[src/rtl/cjt_act_pkg.sv]
package cjt_act_pkg;

   typedef struct packed {
      logic clk;
      logic dat;
   } wire_lvl_t;

   // Line levels for one step of the sequence.
   // Step layout: baseline, reset escape, selection escape, activation bits.
   function automatic wire_lvl_t step_lvl(input int idx, input int rst_e,
                                          input int sel_e, input logic [31:0] word);
      int        rs;
      int        ss;
      int        as;
      int        k;
      wire_lvl_t v;
      rs = 1;
      ss = rs + rst_e + 2;
      as = ss + sel_e + 2;
      v  = '0;
      if (idx == 0) begin
         v = '0;
      end else if (idx < ss) begin
         k = idx - rs;
         v.clk = (k <= rst_e);
         v.dat = (k >= 1) && (k <= rst_e) && (k % 2 == 1);
      end else if (idx < as) begin
         k = idx - ss;
         v.clk = (k <= sel_e);
         v.dat = (k >= 1) && (k <= sel_e) && (k % 2 == 1);
      end else begin
         k = idx - as;
         v.clk = (k % 2 == 1);
         v.dat = word[(k / 2) % 32];
      end
      return v;
   endfunction

endpackage

[src/rtl/cjt_hold_timer.sv]
module cjt_hold_timer #(
   parameter int HOLD_W = 8
) (
   input  logic              clk_i,
   input  logic              rst_ni,
   input  logic              load_i,
   input  logic [HOLD_W-1:0] hold_i,
   output logic              expire_o
);
   logic [HOLD_W-1:0] cnt_q;

   always_ff @(posedge clk_i) begin
      if (!rst_ni) begin
         cnt_q <= '0;
      end else if (load_i) begin
         cnt_q <= (hold_i == '0) ? '0 : hold_i - HOLD_W'(1);
      end else if (cnt_q != '0) begin
         cnt_q <= cnt_q - HOLD_W'(1);
      end
   end

   assign expire_o = (cnt_q == '0);

   // A step of one clock ends right after it is loaded
   p_short_hold_r6: assert property (@(posedge clk_i) disable iff (!rst_ni)
      (load_i && hold_i <= HOLD_W'(1)) |=> expire_o);

   // A running count only moves down by one per clock
   p_count_down_r6: assert property (@(posedge clk_i) disable iff (!rst_ni)
      (!load_i && !expire_o) |=> (cnt_q == $past(cnt_q) - HOLD_W'(1)));

endmodule

[src/rtl/cjt_step_rom.sv]
module cjt_step_rom
   import cjt_act_pkg::*;
#(
   parameter int          RST_EDGES = 8,
   parameter int          SEL_EDGES = 6,
   parameter logic [31:0] ACT_WORD  = 32'h0000_08C,
   parameter int          NUM_STEPS = 43,
   parameter int          STEP_W    = 6
) (
   input  logic [STEP_W-1:0] idx_i,
   output wire_lvl_t         lvl_o
);
   wire_lvl_t tbl [NUM_STEPS];

   for (genvar gi = 0; gi < NUM_STEPS; gi++) begin : g_step
      assign tbl[gi] = step_lvl(gi, RST_EDGES, SEL_EDGES, ACT_WORD);
   end

   always_comb begin
      lvl_o = '0;
      if (32'(idx_i) < NUM_STEPS) lvl_o = tbl[idx_i];
   end

endmodule

[src/rtl/cjt_act_seq.sv]
module cjt_act_seq
   import cjt_act_pkg::*;
#(
   parameter int                 HOLD_W    = 8,
   parameter int                 RST_EDGES = 8,
   parameter int                 SEL_EDGES = 6,
   parameter int                 FIELD_W   = 4,
   parameter logic [FIELD_W-1:0] OPT_CODE  = 4'b1100,
   parameter logic [FIELD_W-1:0] EXT_CODE  = 4'b1000,
   parameter logic [FIELD_W-1:0] CHK_CODE  = 4'b0000
) (
   input  logic              clk_i,
   input  logic              rst_ni,
   input  logic              start_i,
   input  logic [HOLD_W-1:0] hold_i,
   output logic              tck_o,
   output logic              tmsc_o,
   output logic              busy_o,
   output logic              done_o
);
   localparam int          ACT_BITS  = 3 * FIELD_W;
   localparam int          NUM_STEPS = 1 + (RST_EDGES + 2) + (SEL_EDGES + 2) + 2 * ACT_BITS;
   localparam int          STEP_W    = $clog2(NUM_STEPS + 1);
   localparam logic [STEP_W-1:0] LAST_STEP = STEP_W'(NUM_STEPS - 1);
   localparam logic [31:0] ACT_WORD  = 32'({CHK_CODE, EXT_CODE, OPT_CODE});

   if (RST_EDGES < 2 || RST_EDGES % 2 != 0) begin : g_bad_rst
      $error("RST_EDGES must be even and at least 2");
   end
   if (SEL_EDGES < 2 || SEL_EDGES % 2 != 0) begin : g_bad_sel
      $error("SEL_EDGES must be even and at least 2");
   end
   if (ACT_BITS > 32) begin : g_bad_field
      $error("activation word limited to 32 bits");
   end
   if (HOLD_W < 1) begin : g_bad_hold
      $error("HOLD_W must be at least 1");
   end

   logic [STEP_W-1:0] step_q;
   logic [STEP_W-1:0] rom_idx;
   wire_lvl_t         lvl;
   logic              expire;
   logic              accept;
   logic              advance;
   logic              timer_load;

   assign accept     = !busy_o && start_i;
   assign advance    = busy_o && expire;
   assign timer_load = accept || (advance && step_q != LAST_STEP);
   assign rom_idx    = busy_o ? step_q + STEP_W'(1) : '0;

   cjt_step_rom #(
      .RST_EDGES(RST_EDGES),
      .SEL_EDGES(SEL_EDGES),
      .ACT_WORD (ACT_WORD),
      .NUM_STEPS(NUM_STEPS),
      .STEP_W   (STEP_W)
   ) rom_i (
      .idx_i(rom_idx),
      .lvl_o(lvl)
   );

   cjt_hold_timer #(
      .HOLD_W(HOLD_W)
   ) timer_i (
      .clk_i   (clk_i),
      .rst_ni  (rst_ni),
      .load_i  (timer_load),
      .hold_i  (hold_i),
      .expire_o(expire)
   );

   always_ff @(posedge clk_i) begin
      if (!rst_ni) begin
         busy_o <= 1'b0;
         done_o <= 1'b0;
         step_q <= '0;
         tck_o  <= 1'b0;
         tmsc_o <= 1'b0;
      end else begin
         done_o <= 1'b0;
         if (accept) begin
            busy_o <= 1'b1;
            step_q <= '0;
            tck_o  <= lvl.clk;
            tmsc_o <= lvl.dat;
         end else if (advance) begin
            if (step_q == LAST_STEP) begin
               busy_o <= 1'b0;
               done_o <= 1'b1;
            end else begin
               step_q <= step_q + STEP_W'(1);
               tck_o  <= lvl.clk;
               tmsc_o <= lvl.dat;
            end
         end
      end
   end

   p_tmsc_steady_on_rise_r9: assert property (@(posedge clk_i) disable iff (!rst_ni)
      $rose(tck_o) |-> $stable(tmsc_o));

   p_done_single_r7: assert property (@(posedge clk_i) disable iff (!rst_ni)
      done_o |=> !done_o);

   p_done_idle_r7: assert property (@(posedge clk_i) disable iff (!rst_ni)
      done_o |-> !busy_o);

   p_no_restart_r8: assert property (@(posedge clk_i) disable iff (!rst_ni)
      busy_o |=> (step_q >= $past(step_q)));

   p_idle_levels_r7: assert property (@(posedge clk_i) disable iff (!rst_ni)
      (!busy_o && !start_i) |=> ($stable(tck_o) && $stable(tmsc_o)));

   p_start_baseline_r2: assert property (@(posedge clk_i) disable iff (!rst_ni)
      (!busy_o && start_i) |=> (busy_o && !tck_o && !tmsc_o));

endmodule

[config.mk]
export PLATFORM = sky130hd
export DESIGN_NAME = cjt_act_seq
export DESIGN_NICKNAME = d
export VERILOG_FILES = /design/src/rtl/cjt_act_pkg.sv /design/src/rtl/cjt_hold_timer.sv /design/src/rtl/cjt_step_rom.sv /design/src/rtl/cjt_act_seq.sv
export SDC_FILE = /design/constraint.sdc
export NUM_CORES = 1
export LEC_CHECK = 0
export BUFFER_PORTS_ARGS = -buffer_cell sky130_fd_sc_hd__buf_2
export CAP_MARGIN = 20
export CORE_UTILIZATION = 25
export CTS_CLUSTER_SIZE = 24
export DETAILED_ROUTE_END_ITERATION = 10
export PLACE_DENSITY = 0.47
export SETUP_SLACK_MARGIN = 0.05
export SLEW_MARGIN = 20
export SYNTH_ARGS = -nofsm -noshare
export SYNTH_HDL_FRONTEND = slang
export SYNTH_SLANG_ARGS = --single-unit
[constraint.sdc]
create_clock -name clk_i -period 3.3 [get_ports clk_i]
set_clock_uncertainty 0.15 [all_clocks]
set_input_delay 0.165 -clock clk_i [delete_from_list [all_inputs] [get_ports clk_i]]
set_output_delay 0.165 -clock clk_i [all_outputs]
set_load 0.01 [all_outputs]
==> results.md, run 1 <==
- Result of the run: finished clean
- Post-route fraction of the period consumed by the critical path: 75.4%
- Element type at the critical path end: flop
- Post-DP HPWL: approximately 2700 um
- Number of standard cells in the layout, taps in and fillers out: ~270
- Count of cell types in the netlist: 45
- Warning count from the yosys run: 0
- Clock latency at the later pin of the worst-skew pair: 0.25 ns
- Max Used Layer: met4
- Fmax achieved: about 0.4 GHz
- Sum of met2 wire segment lengths after detailed routing: 1590 um
- Routed length on met3: between 100 and 150 um
- Peak ir drop on the vdd network: 0.000192 V
- Primary FF master, synth: dfxtp_1
- Layout area overhead: 11.2%
- Number of synthesized register bits: 18
- Drt first pass iters: 4
- Clock Path Buffers: 2
- Required @ worst endpoint: around 3.3 ns
- Num CTS Buffers: 3
- CTS Hold Bufs: 0
- Antenna diode count: 0
- Post-cts resize count: 0
- Antenna violations before repair: 0
- Startpoint of the worst setup timing path: step_q[0]$_SDFFE_PP0P_
- Share of post-route cells with drive strength above 1: 11.9%
- Static leakage: 0.687 nW
- NumNets Final: about 230
- Max-cap check violation count: 0
- End point of the critical path: tck_o$_SDFFE_PN0P_
- Synthesized netlist cell count: ~190
- Ys async rst share: 0%
- Cell count of the worst reg-to-reg path: 9
- Remaining number of nets flagged by the antenna check after routing: 0
- Path category of the worst min-delay check: in2reg
- Violation count after the first detailed-routing iteration: between 60 and 70
- Final cell utilization of the core: about 29%
- Largest net degree at the start of global routing: 20
- Clock tree from TritonCTS: done
- Clock Pin Slew Worst Setup and Hold Paths: ~0.070 ns
- Die width: 79.4 um
- Remaining routing DRC violations: 0
- Die area: about 6300 um2
- Via count of the first global-routing pass: between 1000 and 1500
- Total global-route track usage: between 10% and 20%
- Met1 WL: approximately 1700 um
- Total Neg Setup Slack: 0 ns
- Clk sinks: 18
- Max-Slew Margin vs Limit: approximately three fifths
- Cell types with the largest area share after synthesis: dfxtp_1 24%, ha_1 10%, xor2_1 5.9%
- End of the worst register-to-register path: tck_o$_SDFFE_PN0P_
- Unrepaired setup endpoints after global routing: false
- Synth Area per Inst: ~8 um2
- CP max FO: 12
- Area of the mapped netlist: roughly 1500 um2
- Power density over the cells: about 460 nW/um2
- Via/cell ratio: between 5 and 6
- Wire length of the first global-routing pass: ~5900 um
- Post-layout min period: about 2.5 ns
- Num ports: 15
- Effective utilization at floorplan: between 20% and 30%
- Part of the Yosys area used for sequential elements: about 24%
- Internal reg-to-reg setup slack: 0.81 ns
- Final setup violating endpoints: 0
- Count of flip-flops with a built-in enable after synthesis: 0
- Area share of the largest cell type after synthesis: ~24%
- Final Slew Violations: 0
- Number of endpoints with negative hold slack in the final report: 0
- Via count: 1380
- Setup Crit Path Kind: reg2reg
- Wire length after detailed routing: 3450 um
- FF-to-FF Start: step_q[0]$_SDFFE_PP0P_
- H-tree depth reported by CTS: 1
- Drt wl/cell: roughly 13 um
- Port Buffer Count: 14
- Syn Nets: roughly 210
- Final global-route overflow total: 0
- Slew at the pin with the worst max-slew slack: ~0.58 ns
- Clock root buffer: clkbuf_8
- Buffers inserted during post-CTS setup optimization: 0
- DIE HEIGHT: about 79 um
- Startpoint type of the worst setup path: flop
- RePlAce Congestion: around 0.79
- CORE AREA: about 5600 um2
- Number of instances in the placed design: 270
- Leading area contributor after synthesis: dfxtp_1
- WP data arrival: ~2.5 ns
- Count of standard-cell rows: 27
worst min-delay path by stage:
stage                              from                  end  depth (start not counted)
global route                    start_i  busy_o$_SDFFE_PN0P_                          2
floorplan                       start_i  busy_o$_SDFFE_PN0P_                          1
CTS                             start_i  busy_o$_SDFFE_PN0P_                          2
global placement    tmsc_o$_SDFFE_PN0P_  tmsc_o$_SDFFE_PN0P_                          2
detailed placement  tmsc_o$_SDFFE_PN0P_  tmsc_o$_SDFFE_PN0P_                          2
finish                          start_i  busy_o$_SDFFE_PN0P_                          2
layer usage:
| metal | vias up | track usage, % |
|---|---|---|
| li1 | 710 | - |
| met1 | 643 | 15.8 |
| met2 | 23 | 19.2 |
| met3 | 4 | 3.22 |
| met4 | 0 | 2.73 |
| met5 | - | 0 |
report_power, final:
part           switching [mW]  internal, mW
Combinational           0.166         0.132
Sequential             0.0532         0.256
Clock                  0.0754        0.0811
cell type report:
class / count / area (um2)
inverters: 10 / 37.5
multi-input cells: 155 / 1060
clock buffers: 3 / 41.3
repair buffers: 15 / 77.6
flip-flops and latches: 18 / 360
well taps: 72 / 90.1
fillers: 608 / 3980
cells in the mapped netlist, drive strengths merged (2+ instances only):
cell type  count
nor2          23
dfxtp         18
nand2         16
ha            12
nand3         11
inv           10
xor2          10
a21oi          8
xnor2          7
o21ai          5
a22oi          4
a31oi          4
and3           4
buf            4
clkbuf         4
nand2b         4
nor3           4
o211ai         4
mux2i          3
nor4           3
o31ai          3
or3            3
or4            3
a211oi         2
a311oi         2
mux2           2
nand3b         2
nand4          2
nor3b          2
nor4b          2
per-stage QoR:
stage / worst slack, ns / hold WS, ns / power [mW] / instance area (um2)
2_1_floorplan: 0.906 / 0.200 / 0.540 / 1500
3_3_place_gp: 0.883 / 0.312 / 0.613 / 1620
3_5_place_dp: 0.836 / 0.314 / 0.611 / 1620
4_1_cts: 0.815 / 0.0671 / 0.775 / 1660
5_1_grt: 0.585 / 0.0735 / 0.834 / 1660
6_report: 0.812 / 0.0829 / 0.763 / 1660
state kept, by name, indices dropped and copies added (netlist names):
name / count
busy_o: 1
done_o: 1
step_q: 6
tck_o: 1
timer_i.cnt_q: 8
tmsc_o: 1
critical path: stages (launching register included):
cell and delay, ns:
dfxtp_1 0.54, inv_1 0.13, ha_1 0.33, nand2b_1 0.18, inv_1 0.10, ha_1 0.21
nor2_1 0.10, nor2_1 0.04, or4_1 0.45, a31oi_1 0.17
cell families (layout without fill, tap and decap cells):
kind of cell | Yosys count | after routing | synth area share, %
DFF | 18 | 18 | 24.1
buffers and inverters | 18 | 28 | 5.27
and+or+nand+nor | 84 | 84 | 30.2
adders and majority gates | 12 | 12 | 10.0
muxes | 5 | 5 | 3.76
AOI/OAI and AO/OA | 37 | 37 | 16.7
xor gates and xnor gates | 17 | 17 | 9.95
placed cells by master (no fill, tap or decap), types with 2 or more instances in the layout:
cell and instances:
a211oi_1 2, a21oi_1 8, a22oi_1 4, a311oi_1 2, a31oi_1 4, and3_1 4, buf_2 14, clkbuf_8 3
dfxtp_1 18, ha_1 12, inv_1 10, mux2i_1 3, nand2_1 16, nand2b_1 4, nand3_1 10, nand3b_1 2
nand4_1 2, nor2_1 23, nor3_1 4, nor3b_1 2, nor4_1 2, nor4b_1 2, o211ai_1 4, o21ai_0 4
o31ai_1 3, or3_1 3, or4_1 3, xnor2_1 7, xor2_1 10
(Power assumes the default switching activity.)
==> inputs of run 2 (changes only) <==
--- a/config.mk
+++ b/config.mk
@@ -5,6 +5,7 @@
 export SDC_FILE = /design/constraint.sdc
 export NUM_CORES = 1
 export LEC_CHECK = 0
+export ABC_AREA = 1
 export BUFFER_PORTS_ARGS = -buffer_cell sky130_fd_sc_hd__buf_2
 export CAP_MARGIN = 20
 export CORE_UTILIZATION = 25
==> constraint.sdc (replaced) <==
create_clock -name clk_i -period 2.5 [get_ports clk_i]
set_clock_uncertainty 0.15 [all_clocks]
set_input_delay 0.125 -clock clk_i [delete_from_list [all_inputs] [get_ports clk_i]]
set_output_delay 0.125 -clock clk_i [all_outputs]
set_load 0.01 [all_outputs]
==> results.md, run 2 <==
- Required @ worst endpoint: 2.50 ns (-0.83 ns)
- Setup Crit Path Kind: reg2reg
- Unrepaired setup endpoints after global routing: false
- CORE AREA: 5570 um2 (-1.2%)
- Ys async rst share: 0% (unchanged)
- Antenna violations before repair: 0 (unchanged)
- Static leakage: 0.822 nW (+19%)
- Max-cap check violation count: 0 (unchanged)
- Final setup slack of the worst path: 0.416 ns (-0.396 ns)
- Startpoint type of the worst setup path: flop
- Clock latency at the later pin of the worst-skew pair: 0.26 ns (about the same)
- Largest net degree at the start of global routing: 15 (-25%)
- NumNets Final: 266 (+18%)
- Power Internal: 0.744 mW (+59%)
- Effective utilization at floorplan: 26.3% (-0.19 points)
- End of the worst register-to-register path: tmsc_o$_SDFFE_PN0P_
- Via/cell ratio: 4.35 (-14%)
- Clock root buffer: clkbuf_8
- Layout filler cell count: 631 (+3.8%)
- Total global-route track usage: 11.4% (-0.58 points)
- Fmax achieved: 0.480 GHz (+19%)
- Via count: 1367 (-0.94%)
- Die width: 78.6 um (-0.94%)
- Area share of the largest cell type after synthesis: 24.6% (+0.47 points)
- Number of standard cells in the layout, taps in and fillers out: 314 (+15%)
- Number of synthesized register bits: 18 (unchanged)
- Number of instances in the placed design: 309 (+14%)
- Proportion of power drawn by combinational gates: 48.2% (+9.2 points)
- Top cell types by occurrence after synthesis: 51 x nand2_1, 34 x inv_1, 23 x nor2_1
- Buffers inserted during post-CTS setup optimization: 0 (unchanged)
- Top flop regs: timer_i.cnt_q: 8 flops, step_q: 6 flops
- Antenna diode count: 0 (unchanged)
- Post-DP HPWL: 2590 um (-2.3%)
- Final cell utilization of the core: 30.2% (+0.69 points)
- Leading area contributor after synthesis: dfxtp_1
- Path category of the worst min-delay check: in2reg
- Die area: 6180 um2 (-1.9%)
- Most frequent cells in the layout: 51 x nand2_1, 34 x inv_1, 23 x nor2_1, 22 x nand3_1, 18 x dfxtp_1
- Cell count of the worst reg-to-reg path: 12 (+3)
- Placed Instance Area: 1620 um2 (-0.31%)
- Violation count after the first detailed-routing iteration: 70 (+7.7%)
- Primary FF master, synth: dfxtp_1
- Layout area overhead: 14.7%
- Count of cell types in the netlist: 30 (-33%)
- Num CTS Buffers: 3 (unchanged)
- Via count of the first global-routing pass: 1221 (-3.0%)
- CP max FO: 6 (-6)
- Share of post-route cells with drive strength above 1: 13.2% (+1.3 points)
- Max-Slew Margin vs Limit: 76.4% (+16 points)
- Power dissipated by switching net loads: 0.546 mW (+86%)
- Final global-route overflow total: 0 (unchanged)
- Power after layout: 1.29 mW (+69%)
- Top-count cell post-synth: nand2_1
- Clock Path Buffers: 2 (unchanged)
- Total Neg Setup Slack: 0 ns (unchanged)
- Clock tree from TritonCTS: done
- Post-route fraction of the period consumed by the critical path: 83.4% (+8.0 points)
- Part of the Yosys area used for sequential elements: 24.6% (+0.47 points)
- Clock Pin Slew Worst Setup and Hold Paths: 0.08 ns (about the same)
- Power density over the cells: 767 nW/um2 (+67%)
- FF-to-FF Start: step_q[1]$_SDFFE_PP0P_
- Final Slew Violations: 0 (unchanged)
- Switching power share of the total: 42.3% (+3.8 points)
- Num ports: 15 (unchanged)
- End point of the critical path: tmsc_o$_SDFFE_PN0P_
- Result of the run: finished clean
- Syn Nets: 247 (+15%)
- Drt wl/cell: 10.3 um (-19%)
- H-tree depth reported by CTS: 1 (unchanged)
- Synthesized netlist cell count: 224 (+17%)
- Drt first pass iters: 4 (unchanged)
- Sequential Power Share: 32.6% (-7.9 points)
- Startpoint of the worst setup timing path: step_q[1]$_SDFFE_PP0P_
- Remaining number of nets flagged by the antenna check after routing: 0 (unchanged)
- Wire length after detailed routing: 3230 um (-6.3%)
- Element type at the critical path end: flop
- Port Buffer Count: 14 (unchanged)
- RePlAce Congestion: 0.757 (-3.8%)
- DIE HEIGHT: 78.6 um (-0.94%)
- Relative contribution of the clock network to total power: 19.1% (-1.4 points)
- Number of flip-flops under the largest register name: 8 (unchanged)
- Final setup violating endpoints: 0 (unchanged)
- Area of the mapped netlist: 1470 um2 (-1.9%)
- Post-cts resize count: 0 (unchanged)
- Most frequent standard cell in the layout excluding fill and tap cells: nand2_1
- Remaining routing DRC violations: 0 (unchanged)
- Register name with the most flops: timer_i.cnt_q
- Slew at the pin with the worst max-slew slack: 0.352 ns (-0.229 ns)
- Warning count from the yosys run: 0 (unchanged)
- Internal reg-to-reg setup slack: 0.42 ns (-0.40 ns)
- Wire length of the first global-routing pass: 5520 um (-6.9%)
- WP data arrival: 2.09 ns (-0.43 ns)
- Clk sinks: 18 (unchanged)
- CTS Hold Bufs: 1 (+1)
- Synth Area per Inst: 6.55 um2 (-16%)
- Hold slack final: 0.0216 ns (-0.0613 ns)
- Setup WS pre-CTS: 0.422 ns (-0.413 ns)
- Post-layout min period: 2.08 ns (-0.404 ns)
- Cell types with the largest area share after synthesis: dfxtp_1 25%, nand2_1 13%, ha_1 10%
- Count of flip-flops with a built-in enable after synthesis: 0 (unchanged)
- Peak ir drop on the vdd network: 0.000216 V (+13%)
- Count of standard-cell rows: 27 (unchanged)
- Number of endpoints with negative hold slack in the final report: 0 (unchanged)
- Final non-filler cell area: 1680 um2 (+1.1%)
## run 2: cell types whose count changed after synthesis, moves of 4 or more
cell      before  now
nand2_1       16   51
inv_1         10   34
nand3_1       10   22
a21oi_1        8   15
a22oi_1        4    0
and3_1         4    0
clkbuf_1       4    0
nand2b_1       4    0
nand4_1        2    6
xnor2_1        7    3
## run 2: metal layers
layer / up-vias / global-route usage [%] / part of all wire, %
met5: - / 0 / 0
met3: 4 / 1.40 / 1.5
met1: 595 / 15.8 / 53
met4: 0 / 5.56 / 1.8
li1: 753 / - / -
met2: 15 / 17.1 / 44
## run 2: critical path: stages (launching register included)
cell     delay [ns]
dfxtp_1        0.42
ha_1           0.28
nor2_1         0.27
inv_1          0.15
ha_1           0.21
nand2_1        0.09
nand2_1        0.06
nand2_1        0.06
nand2_1        0.04
nand2_1        0.05
nand3_1        0.08
nand2_1        0.08
a21oi_1        0.05
## run 2: area by class of cell
class,count,area [um2],share of cell area [%]
Clock buffer,4,55.1,3.27
Multi-Input combinational cell,167,947,56.3
Inverter,36,135,8.03
Tap cell,72,90.1,5.35
Timing Repair Buffer,17,95.1,5.65
Sequential cell,18,360,21.4
## run 2: cells by family (layout without fill, tap and decap cells)
| logic type | Yosys count | in the layout | synth area share (%) |
|---|---|---|---|
| and+or+nand+nor | 115 | 115 | 36.1 |
| xor gates and xnor gates | 11 | 11 | 6.56 |
| AOI/OAI and AO/OA | 29 | 29 | 11.7 |
| DFF | 18 | 18 | 24.6 |
| buffers and inverters | 39 | 57 | 10.9 |
| adders and majority gates | 12 | 12 | 10.2 |
## run 2: worst min path at each step
| stage | from | end | slack (ns) | cells after the start |
|---|---|---|---|---|
| floorplan | start_i | busy_o$_SDFFE_PN0P_ | 0.11 | 2 |
| global placement | start_i | busy_o$_SDFFE_PN0P_ | 0.24 | 3 |
| detailed placement | start_i | busy_o$_SDFFE_PN0P_ | 0.24 | 3 |
| CTS | rst_ni | timer_i.cnt_q[1]$_SDFFE_PN0P_ | 0.02 | 3 |
| global route | rst_ni | timer_i.cnt_q[1]$_SDFFE_PN0P_ | 0.04 | 3 |
| finish | rst_ni | timer_i.cnt_q[1]$_SDFFE_PN0P_ | 0.02 | 3 |
## run 2: power groups by stage
stage               clock network, mW  registers (mW)  logic, mW
floorplan                           0           0.417      0.513
CTS                             0.251           0.422      0.627
detailed placement                  0           0.428      0.619
global route                    0.265           0.433      0.724
finish                          0.247           0.421      0.622
global placement                    0           0.427      0.630
